==> config.mk <==
export PLATFORM = sky130hd
export DESIGN_NAME = vecpull_remap
export DESIGN_NICKNAME = d
export VERILOG_FILES = /design/src/rtl/vpr_pkg.sv /design/src/rtl/vpr_state_decode.sv /design/src/rtl/vpr_ctrl_reg.sv /design/src/rtl/vpr_addr_map.sv /design/src/rtl/vecpull_remap.sv
export SDC_FILE = /design/constraint.sdc
export NUM_CORES = 1
export LEC_CHECK = 0
export BUFFER_PORTS_ARGS = -buffer_cell sky130_fd_sc_hd__buf_2
export CAP_MARGIN = 20
export CORE_AREA = 2 2 39 41
export DETAILED_ROUTE_END_ITERATION = 10
export DIE_AREA = 0 0 41 43
export RECOVER_POWER = 25
export SLEW_MARGIN = 20
export SYNTH_ARGS = -nofsm -noshare
export SYNTH_HDL_FRONTEND = slang
export SYNTH_SLANG_ARGS = --single-unit
==> constraint.sdc <==
create_clock -name clk -period 1.4 [get_ports clk]
set_input_delay 0.35 -clock clk [delete_from_list [all_inputs] [get_ports clk]]
set_output_delay 0.35 -clock clk [all_outputs]
set_load 0.02 [all_outputs]
==> src/rtl/vpr_pkg.sv <==
// Package: shared types for the vector-pull remapper.
// Assumes the bus-state code is {available, status} as driven by the processor.
package vpr_pkg;

    typedef enum logic [1:0] {
        BST_RUN      = 2'b00,
        BST_VECTOR   = 2'b01,
        BST_SYNC     = 2'b10,
        BST_RELEASED = 2'b11
    } bus_state_e;

    typedef struct packed {
        logic ram;
        logic io;
        logic host;
    } sel_t;

endpackage

==> src/rtl/vpr_state_decode.sv <==
// Module: vpr_state_decode
// Turns the two processor bus-state pins into qualifiers.
// Assumes the pins are stable for the whole bus cycle. Run and sync both count as the
// processor owning the bus for ordinary data accesses.
module vpr_state_decode
    import vpr_pkg::*;
(
    input  logic bus_avail,
    input  logic bus_stat,
    output logic is_vector,
    output logic is_released,
    output logic cpu_owns
);

    bus_state_e state;

    // Classify the bus state code.
    always_comb begin
        state       = bus_state_e'({bus_avail, bus_stat});
        is_vector   = 1'b0;
        is_released = 1'b0;
        cpu_owns    = 1'b0;
        unique case (state)
            BST_RUN,
            BST_SYNC:     cpu_owns    = 1'b1;
            BST_VECTOR:   is_vector   = 1'b1;
            BST_RELEASED: is_released = 1'b1;
        endcase
    end

endmodule

==> src/rtl/vpr_ctrl_reg.sv <==
// Module: vpr_ctrl_reg
// Holds the vector-edit control bit.
// Assumes a write is qualified by cycle_valid with cpu_rnw low and the processor owning the
// bus. The bit is loaded from cpu_wbit on that edge.
module vpr_ctrl_reg #(
    parameter int                ADDR_W    = 16,
    parameter logic [ADDR_W-1:0] CTRL_ADDR = 16'hFEF0
) (
    input  logic              clk,
    input  logic              rst_n,
    input  logic              cycle_valid,
    input  logic              cpu_rnw,
    input  logic              cpu_owns,
    input  logic [ADDR_W-1:0] cpu_addr,
    input  logic              cpu_wbit,
    output logic              ctrl_q
);

    logic wr_hit;

    // Qualify a write to the control register address.
    always_comb wr_hit = cycle_valid && !cpu_rnw && cpu_owns && (cpu_addr == CTRL_ADDR);

    // Store the control bit; clear it on reset.
    always_ff @(posedge clk) begin
        if (!rst_n)
            ctrl_q <= 1'b0;
        else if (wr_hit)
            ctrl_q <= cpu_wbit;
    end

endmodule

==> src/rtl/vpr_addr_map.sv <==
// Module: vpr_addr_map
// Combinational address map: flips one bit for vector fetches and decodes the shared I/O page.
// Assumes VEC_BASE is aligned to the window size, and that clearing FLIP_BIT of VEC_BASE
// gives the I/O page base.
module vpr_addr_map
    import vpr_pkg::*;
#(
    parameter int                ADDR_W   = 16,
    parameter int                WIN_W    = 4,
    parameter int                FLIP_BIT = 8,
    parameter int                HOST_OFS = 8,
    parameter logic [ADDR_W-1:0] VEC_BASE = 16'hFFF0
) (
    input  logic [ADDR_W-1:0] cpu_addr,
    input  logic              is_vector,
    input  logic              is_released,
    input  logic              ctrl_q,
    output logic [ADDR_W-1:0] ram_addr,
    output sel_t              sel
);

    localparam int                TAG_W     = ADDR_W - WIN_W;
    localparam logic [ADDR_W-1:0] FLIP_MASK = ADDR_W'(1) << FLIP_BIT;
    localparam logic [ADDR_W-1:0] IO_BASE   = VEC_BASE & ~FLIP_MASK;
    localparam logic [TAG_W-1:0]  VEC_TAG   = VEC_BASE[ADDR_W-1:WIN_W];
    localparam logic [TAG_W-1:0]  IO_TAG    = IO_BASE[ADDR_W-1:WIN_W];

    logic in_vec_win;
    logic in_io_win;
    logic host_half;
    logic redirect;

    // Window matches on the tag bits above the window offset.
    always_comb begin
        in_vec_win = (cpu_addr[ADDR_W-1:WIN_W] == VEC_TAG);
        in_io_win  = (cpu_addr[ADDR_W-1:WIN_W] == IO_TAG);
        host_half  = (cpu_addr[WIN_W-1:0] >= WIN_W'(HOST_OFS));
        redirect   = is_vector && in_vec_win;
    end

    // Build the RAM address bit by bit; only the flip bit can be cleared.
    for (genvar i = 0; i < ADDR_W; i++) begin : g_abit
        if (i == FLIP_BIT) begin : g_flip
            assign ram_addr[i] = cpu_addr[i] & ~redirect;
        end else begin : g_pass
            assign ram_addr[i] = cpu_addr[i];
        end
    end

    // Pick exactly one select, or none while the bus is released.
    always_comb begin
        sel = '0;
        if (!is_released) begin
            if (!redirect && in_io_win && !ctrl_q) begin
                sel.host = host_half;
                sel.io   = !host_half;
            end else begin
                sel.ram = 1'b1;
            end
        end
    end

endmodule

==> src/rtl/vecpull_remap.sv <==
// Module: vecpull_remap (top)
// Redirects vector fetches from the top window into a RAM page shared with memory-mapped I/O,
// and decodes that page into I/O and host-interface selects.
// Assumes a synchronous active-low reset. Decoding is combinational; the only storage is the
// control bit.
module vecpull_remap
    import vpr_pkg::*;
#(
    parameter int                ADDR_W   = 16,
    parameter int                WIN_W    = 4,
    parameter int                FLIP_BIT = 8,
    parameter int                HOST_OFS = 8,
    parameter int                CTRL_OFS = 0,
    parameter logic [ADDR_W-1:0] VEC_BASE = 16'hFFF0
) (
    input  logic              clk,
    input  logic              rst_n,
    input  logic [ADDR_W-1:0] cpu_addr,
    input  logic              cpu_rnw,
    input  logic              cpu_wbit,
    input  logic              cycle_valid,
    input  logic              bus_avail,
    input  logic              bus_stat,
    output logic [ADDR_W-1:0] ram_addr,
    output logic              ram_sel,
    output logic              io_sel,
    output logic              host_sel,
    output logic              bus_released
);

    localparam logic [ADDR_W-1:0] IO_BASE   = VEC_BASE & ~(ADDR_W'(1) << FLIP_BIT);
    localparam logic [ADDR_W-1:0] CTRL_ADDR = IO_BASE | ADDR_W'(CTRL_OFS);

    logic is_vector;
    logic is_released;
    logic cpu_owns;
    logic ctrl_q;
    sel_t sel;

    vpr_state_decode u_state (
        .bus_avail   (bus_avail),
        .bus_stat    (bus_stat),
        .is_vector   (is_vector),
        .is_released (is_released),
        .cpu_owns    (cpu_owns)
    );

    vpr_ctrl_reg #(
        .ADDR_W    (ADDR_W),
        .CTRL_ADDR (CTRL_ADDR)
    ) u_ctrl (
        .clk         (clk),
        .rst_n       (rst_n),
        .cycle_valid (cycle_valid),
        .cpu_rnw     (cpu_rnw),
        .cpu_owns    (cpu_owns),
        .cpu_addr    (cpu_addr),
        .cpu_wbit    (cpu_wbit),
        .ctrl_q      (ctrl_q)
    );

    vpr_addr_map #(
        .ADDR_W   (ADDR_W),
        .WIN_W    (WIN_W),
        .FLIP_BIT (FLIP_BIT),
        .HOST_OFS (HOST_OFS),
        .VEC_BASE (VEC_BASE)
    ) u_map (
        .cpu_addr    (cpu_addr),
        .is_vector   (is_vector),
        .is_released (is_released),
        .ctrl_q      (ctrl_q),
        .ram_addr    (ram_addr),
        .sel         (sel)
    );

    // Drive the output pins from the decoded selects.
    always_comb begin
        ram_sel      = sel.ram;
        io_sel       = sel.io;
        host_sel     = sel.host;
        bus_released = is_released;
    end

endmodule

==> flow_summary.yaml, run 1 <==
floorplan:
  io-pin-count: 43
  die_y_um: 43
  die_area_um2: 1760
  rows: 14
  die-width_um: 41
  start_util_pct: 20.3
  core_area_um2: 1380
cells_and_area:
  layout-drive-gt1-share_pct: 74.2
  finalNonFillerCells: 82
  layout.nets: 91
  largest_reg_flops: 1
  finish.instance_area_um2: 529
  n_antenna_cell: 0
  area_growth_pct: 88.8
  top_regs: "u_ctrl.ctrl_q (1)"
  regMostFlops: "u_ctrl.ctrl_q"
pwr:
  p_leak_nw: 0.272
  ir_worst_vdd_v: 0.000135
  p_per_area_nw_per_um2: 335
grt:
  grt_pass1_vias: 288
  grtUsageTotal_pct: 8.52
  gr-total-overflow: 0
  antenna_found_initial: 0
  grt_pass1_wl_um: 1140
  grt_max_degree: 5
critical_path:
  crit_chain: "buf_8 > nand4_4 > nor3_4 > buf_4 > a31oi_1 > buf_2"
  worst-setup-path-type: "in -> out"
  r2r_slack_ns: 0.67
  crit_arrival_ns: 1.08
  crit_family: "buffers and inverters"
  crit_buf_inv: 3
  reg2reg_from: "u_ctrl.ctrl_q"
  crit_required_ns: 1.05
  timing.rr.end: "u_ctrl.ctrl_q"
  worst_setup_path_end_kind: "output port"
  cp_slowest_stage_delay_ns: 0.18
  slowest_stage: "nor3_4"
  worst-path-max-fanout: 4
  ff2ff_path_depth: 3
  start_kind: "input pin"
sta:
  rsz0062_at_grt: "yes"
  final_hold_viol_count: 0
  relSlewSlack_pct: 80.5
  drv_slew: 0
  period_share_pct: 102
  setup_viol: 4
  worst_pin_slew_ns: 0.290
  final.min_clock_period_ns: 1.43
  fin_skew_ns: 0
  max_freq_mhz: 698
  finalWorstSetupSlack_ns: -0.0333
synthesis:
  synth_cells: 36
  synth_area_um2: 280
  synth-seq-area-share_pct: 7.14
  mappedNetlistNets: 59
  synth_cell_type_count: 16
  syn_area_per_cell_um2: 7.79
  ys_warn_count: 0
  synth-seq-cells: 1
clock_tree:
  hold_buffers: 0
  postCtsSetupRepairBufs: 0
  clkTransAtPathRegs_ns: 0
  insertion_delay_ns: 0
detailed_routing:
  routed_wl_um: 780
  drt-vias-per-instance: 4.04
  wl_per_cell_um: 9.51
  via_count: 331
  drt_drc_violations_left: 0
  antenna_left: 0
  firstDrtPassIters: 4
  first_iter_violations: 1
hold_path:
  hold_depth: 3
  min-delay-start: "u_ctrl.ctrl_q"
  hold_end: "u_ctrl.ctrl_q"
  hold_class: "reg -> reg"
placed_design:
  place_hpwl_um: 666
  placed_cells_incl_taps: 82
  placed_cell_area_um2: 420
  dpl_worst_slack_ns: -0.126
  port_buffers: 42
  place.gp.congestion: 0.609
run_status:
  violations: "setup timing"
  run_status: "finished with violations"
run:
  max_cap_viol_count: 0
cell usage in the layout, fill, tap and decap left out, types with 2 or more instances in the layout:
| cell type | instances |
|---|---|
| nor2_1 | 3 |
| buf_6 | 7 |
| buf_2 | 27 |
| nand4_4 | 2 |
| buf_4 | 6 |
| buf_8 | 3 |
| inv_1 | 4 |
| clkbuf_1 | 2 |
stage by stage:
stage	hold slack, ns	total power, mW	utilization [%]	TNS [ns]
global route	0.609	0.188	38.2	-0.335
floorplan	0.499	0.110	-	-0.134
global placement	0.529	0.148	30.4	-0.360
CTS	0.552	0.171	36.3	-0.172
detailed placement	0.552	0.149	30.4	-0.426
finish	0.545	0.177	38.2	-0.0888
power by group:
part           total, mW  leakage [nW]  switching [mW]  internal [mW]
Clock                  0             0               0              0
Combinational      0.148         0.264          0.0753         0.0729
Sequential        0.0291       0.00805    0.0000000362         0.0291
Total              0.177         0.272          0.0753          0.102
timing repair:
item / CTS / global route
setup endpoints to repair: 4 / 4
pin swaps: 5 / 3
resized for setup: 14 / 7
area by class of cell:
class / count / area, um^2
tap: 16 / 20.0
multi-input combinational: 16 / 163
fill: 154 / 855
timing repair buffer: 45 / 312
inverter: 4 / 15.0
sequential: 1 / 20.0
cell usage after synthesis:
master | count | area, um^2
nor4b_2 | 1 | 15.0
and2_1 | 1 | 6.26
buf_4 | 15 | 113
nor4_2 | 1 | 12.5
a21oi_1 | 1 | 5.00
nand4_2 | 2 | 25.0
a31oi_1 | 1 | 6.26
a21boi_1 | 1 | 7.51
nor2_1 | 3 | 11.3
dfxtp_1 | 1 | 20.0
a31o_1 | 1 | 8.76
nand3b_1 | 1 | 7.51
inv_1 | 4 | 15.0
nand4_1 | 1 | 6.26
nand3_1 | 1 | 5.00
nor3_4 | 1 | 16.3
how the worst max path moves through the flow:
| stage | slack, ns | endpoint | from | cells past startpoint |
|---|---|---|---|---|
| floorplan | -0.07 | host_sel | cpu_addr[9] | 4 |
| global placement | -0.10 | host_sel | cpu_addr[15] | 6 |
| detailed placement | -0.13 | host_sel | cpu_addr[9] | 6 |
| CTS | -0.07 | host_sel | cpu_addr[7] | 6 |
| global route | -0.11 | host_sel | cpu_addr[4] | 6 |
| finish | -0.03 | ram_addr[8] | cpu_addr[9] | 6 |
cell families after synthesis:
kind of cell,count (synthesis),synth area share (%)
AND/OR/NAND/NOR,12,37.5
buffers and inverters,19,45.5
flip-flops,1,7.14
AO/OA/AOI/OAI,4,9.82
metal layers:
| layer | track usage, % | part of all wire, % | wire, um | vias up |
|---|---|---|---|---|
| li1 | - | - | - | 171 |
| met1 | 9.90 | 35 | 271 | 142 |
| met2 | 16.9 | 57 | 445 | 18 |
| met3 | 0 | 8.1 | 63 | 0 |
| met4 | 0 | 0 | 0 | 0 |
| met5 | 0 | 0 | 0 | - |
worst min-delay path, cell delays in order (launching register included):
cell and delay [ns]:
dfxtp_1 0.29, inv_1 0.06, a31o_1 0.09, a21boi_1 0.05
Power figures use the tool's default switching activity.
==> run 2: changes to the inputs <==
- SETUP_SLACK_MARGIN: unset -> 0.5
==> run 2 against run 1 <==
The flow still finishes with violations (setup timing). Worst setup slack worse by 0.031 ns. First-iteration DRC count is 100% lower. Register-to-register slack hardly changed. Core utilization is 14 points higher. Global-route usage is 2.0 points higher. Combinational power is 42% higher. Final cell count is 1.2% higher. Highest routed layer unchanged.
==> flow_summary.yaml, run 2 (same netlist as run 1, synthesis figures left out) <==
run_status:
  run_status: "finished with violations"
  violations: "setup timing"
critical_path:
  crit_arrival_ns: 1.11
  crit_cells: 6
  crit_chain: "buf_8 > nand4_4 > nor3_4 > buf_4 > a31oi_1 > buf_2"
  crit_required_ns: 1.05
  worst-path-max-fanout: 4
  start_kind: "input pin"
  crit_buf_inv: 3
  worst-setup-path-type: "in -> out"
  ff2ff_path_depth: 3
  cp_slowest_stage_delay_ns: 0.18
  crit_family: "buffers and inverters"
  slowest_stage: "nor3_4"
  worst_setup_path_end_kind: "output port"
run:
  max_cap_viol_count: 0
pwr:
  p_total_mw: 0.239
  p_clk_share_pct: 0
  switching_share_pct: 36.8
  net-switching-power_mw: 0.0881
  p_seq_share_pct: 12.2
  pwr-share-comb_pct: 87.8
  ir_worst_vdd_v: 0.000183
  p_leak_nw: 0.334
  power.internal_mw: 0.151
  p_per_area_nw_per_um2: 330
floorplan:
  start_util_pct: 20.3
  core_area_um2: 1380
  die_area_um2: 1760
  rows: 14
  die_y_um: 43
  die-width_um: 41
  io-pin-count: 43
placed_design:
  port_buffers: 42
  place.gp.congestion: 0.631
  placed_cells_incl_taps: 82
grt:
  antenna_found_initial: 0
  grt_pass1_vias: 344
  grt_pass1_wl_um: 1350
  grtUsageTotal_pct: 10.5
  gr-total-overflow: 0
  grt_max_degree: 5
sta:
  hold_slack_ns: 0.536
  rsz0062_at_grt: "yes"
  setup_viol: 4
  fin_skew_ns: 0
  drv_slew: 0
  worst_pin_slew_ns: 0.239
  final_hold_viol_count: 0
  final.min_clock_period_ns: 1.46
  finalWorstSetupSlack_ns: -0.0647
  max_freq_mhz: 683
  relSlewSlack_pct: 83.9
  period_share_pct: 105
detailed_routing:
  wl_per_cell_um: 12.2
  via_count: 346
  routed_wl_um: 1010
  first_iter_violations: 0
  drt-vias-per-instance: 4.17
  antenna_left: 0
  drt_drc_violations_left: 0
  firstDrtPassIters: 1
cells_and_area:
  finalNonFillerCells: 83
  largest_reg_flops: 1
  multi_input_area_um2: 188
  final_common_cell: "buf_6"
  n_antenna_cell: 0
  fillCellCount: 123
  top_regs: "u_ctrl.ctrl_q (1)"
  regMostFlops: "u_ctrl.ctrl_q"
  seqCellArea_um2: 20.0
  layout.nets: 92
  layout-drive-gt1-share_pct: 76.1
  area_growth_pct: 159
  final_cell_mix: "buf_6, buf_8, buf_2"
clock_tree:
  insertion_delay_ns: 0
  clkTransAtPathRegs_ns: 0
  hold_buffers: 0
hold_path:
  hold_depth: 3
  hold_class: "reg -> reg"
[run 2: cell count changes in the layout (fill, tap and decap cells not counted), sizes merged]
cell	delta
clkbuf	+2
buf	-1
[run 2: power by group through the flow]
stage	combinational [mW]	sequential (mW)	clock [mW]
after global routing	0.220	0.0291	0
after detailed placement	0.127	0.0291	0
after CTS	0.211	0.0291	0
final	0.210	0.0291	0
after global placement	0.126	0.0291	0
after floorplan	0.0839	0.0291	0
[run 2: tightest hold or removal path: cells and delay by family, from the launching register on]
| kind | cells | cell delay (ns) |
|---|---|---|
| AO/OA/AOI/OAI | 2 | 0.14 |
| buffers and inverters | 1 | 0.05 |
| flip-flops | 1 | 0.29 |
[run 2: path summary, 6_finish.rpt]
path | to | startpoint | slack (ns)
setup / recovery | ram_addr[8] | cpu_addr[15] | -0.06
hold / removal | u_ctrl.ctrl_q | u_ctrl.ctrl_q | 0.54
setup reg to reg | u_ctrl.ctrl_q | u_ctrl.ctrl_q | 0.68
hold reg to reg | u_ctrl.ctrl_q | u_ctrl.ctrl_q | 0.54
[run 2: routing by layer]
layer / vias to the layer above / track usage, % / share of wire (%)
li1: 170 / - / -
met1: 157 / 11.1 / 27
met2: 19 / 21.6 / 66
met3: 0 / 0.524 / 7.8
met4: 0 / 0 / 0
met5: - / 0 / 0
[run 2: through the flow]
step | area [um^2] | worst slack (ns) | setup TNS (ns) | util (%)
4_1_cts | 729 | -0.0733 | -0.187 | 52.7
3_3_place_gp | 445 | -0.109 | -0.382 | 32.2
2_1_floorplan | 305 | 0.00457 | 0 | -
3_5_place_dp | 445 | -0.129 | -0.435 | 32.2
5_1_grt | 726 | -0.115 | -0.377 | 52.4
6_report | 726 | -0.0647 | -0.191 | 52.4
[run 2: repair_timing]
action | 4_1_cts | 5_1_grt
pin swaps | 8 | 4
endpoints found under the setup margin | 21 | 21
setup buffers | 0 | 1
gates resized for setup | 76 | 4
[run 2: layout make-up]
class                      instances  area share, %
timing repair buffer              46           66.6
multi-input combinational         16           25.9
sequential                         1           2.76
tap                               16           2.76
inverter                           4           2.07
==> run 3: changes to the inputs <==
- PLACE_DENSITY_LB_ADDON: unset -> 0.3
==> run 3 against run 2 <==
The run still ends with setup timing left. Final area is 0.17% lower. Core utilization down 0.090 points. Largest power group unchanged. Worst setup slack better by 0.015 ns. First-iteration DRC count up 2. Register-to-register slack about the same. Combinational power about the same. Sequential power about the same. Largest cell class unchanged.
==> flow_summary.yaml, run 3 (same netlist as run 1, synthesis figures left out) <==
run_status:
  run_status: "finished with violations"
  violations: "setup timing"
hold_path:
  hold_class: "reg -> reg"
grt:
  grt_max_degree: 5
  grt_pass1_vias: 335
  antenna_found_initial: 0
  grtUsageTotal_pct: 11.3
  gr-total-overflow: 0
  grt_pass1_wl_um: 1480
sta:
  finalWorstSetupSlack_ns: -0.0500
  final.min_clock_period_ns: 1.45
  relSlewSlack_pct: 83.0
  fin_skew_ns: 0
  hold_slack_ns: 0.535
  final_hold_viol_count: 0
  period_share_pct: 104
  rsz0062_at_grt: "yes"
  drv_slew: 0
  max_freq_mhz: 690
  worst_pin_slew_ns: 0.256
  setup_viol: 4
detailed_routing:
  firstDrtPassIters: 2
  drt_drc_violations_left: 0
  via_count: 353
  first_iter_violations: 2
  routed_wl_um: 973
  drt-vias-per-instance: 4.25
  antenna_left: 0
  wl_per_cell_um: 11.7
run:
  max_cap_viol_count: 0
floorplan:
  die_area_um2: 1760
  die-width_um: 41
  io-pin-count: 43
  start_util_pct: 20.3
  rows: 14
  core_area_um2: 1380
  die_y_um: 43
placed_design:
  placed_cells_incl_taps: 82
  dpl_worst_slack_ns: -0.138
  place_hpwl_um: 668
  placed_cell_area_um2: 445
  place.gp.congestion: 0.603
  port_buffers: 42
critical_path:
  start_kind: "input pin"
  worst_setup_path_end_kind: "output port"
  crit_arrival_ns: 1.10
  crit_required_ns: 1.05
  r2r_slack_ns: 0.68
  worst-path-max-fanout: 2
  worst-setup-path-type: "in -> out"
cells_and_area:
  top_regs: "u_ctrl.ctrl_q (1)"
  largest_reg_flops: 1
  finish.instance_area_um2: 724
  final_common_cell: "buf_6"
  seqCellArea_um2: 20.0
  regMostFlops: "u_ctrl.ctrl_q"
  layout-drive-gt1-share_pct: 76.1
  n_antenna_cell: 0
  area_growth_pct: 158
  final_cell_mix: "buf_6, buf_8, buf_2"
  fillCellCount: 131
  multi_input_area_um2: 180
  layout.nets: 92
  finalNonFillerCells: 83
clock_tree:
  insertion_delay_ns: 0
  clkTransAtPathRegs_ns: 0
pwr:
  p_leak_nw: 0.336
  p_per_area_nw_per_um2: 329
  ir_worst_vdd_v: 0.000157
  p_total_mw: 0.238
-- run 3: cell counts in the layout (fill, tap and decap cells not counted) --
Identical to the previous run, type by type.
-- run 3: where the power goes --
| part | leakage [nW] | total [mW] | switching (mW) | internal, mW |
|---|---|---|---|---|
| Clock | 0 | 0 | 0 | 0 |
| Combinational | 0.328 | 0.209 | 0.0861 | 0.123 |
| Sequential | 0.00805 | 0.0291 | 0.0000000320 | 0.0291 |
-- run 3: what timing repair did --
| item | CTS | global route |
|---|---|---|
| setup endpoints to repair | 21 | 21 |
| setup buffers | 0 | 1 |
| gates cloned | 0 | 0 |
| resized for setup | 71 | 6 |
| hold buffers | 0 | 0 |
| pin swaps | 11 | 6 |
-- run 3: metal layers --
metal  up-vias  routed length (um)  share of wire [%]  global-route usage (%)
met3         0                  83                8.5                   0.524
met1       162                 271                 28                    12.1
met2        18                 619                 64                    23.1
li1        173                   -                  -                       -
met4         0                   0                  0                       0
met5         -                   0                  0                       0
-- run 3: critical path, stage by stage --
cell	delay (ns)
buf_8	0.07
nand3_2	0.10
nor3_4	0.20
nand3b_1	0.14
nor2_2	0.12
buf_6	0.12
-- run 3: final timing paths --
path	from	endpoint	depth (start not counted)
worst max-delay path	cpu_addr[14]	io_sel	6
worst min register to register	u_ctrl.ctrl_q	u_ctrl.ctrl_q	3
worst min-delay path	u_ctrl.ctrl_q	u_ctrl.ctrl_q	3
worst max register to register	u_ctrl.ctrl_q	u_ctrl.ctrl_q	3
-- run 3: per-stage QoR --
stage,util (%),TNS (ns)
after CTS,52.4,-0.297
after global placement,32.2,-0.403
final,52.4,-0.172
after detailed placement,32.2,-0.463
after global routing,52.4,-0.377
after floorplan,-,0
-- run 3: final cells by class --
cell class | count | share of cell area (%)
tap | 16 | 2.76
timing repair buffer | 46 | 67.5
multi-input combinational | 16 | 24.9
inverter | 4 | 2.07
sequential | 1 | 2.76
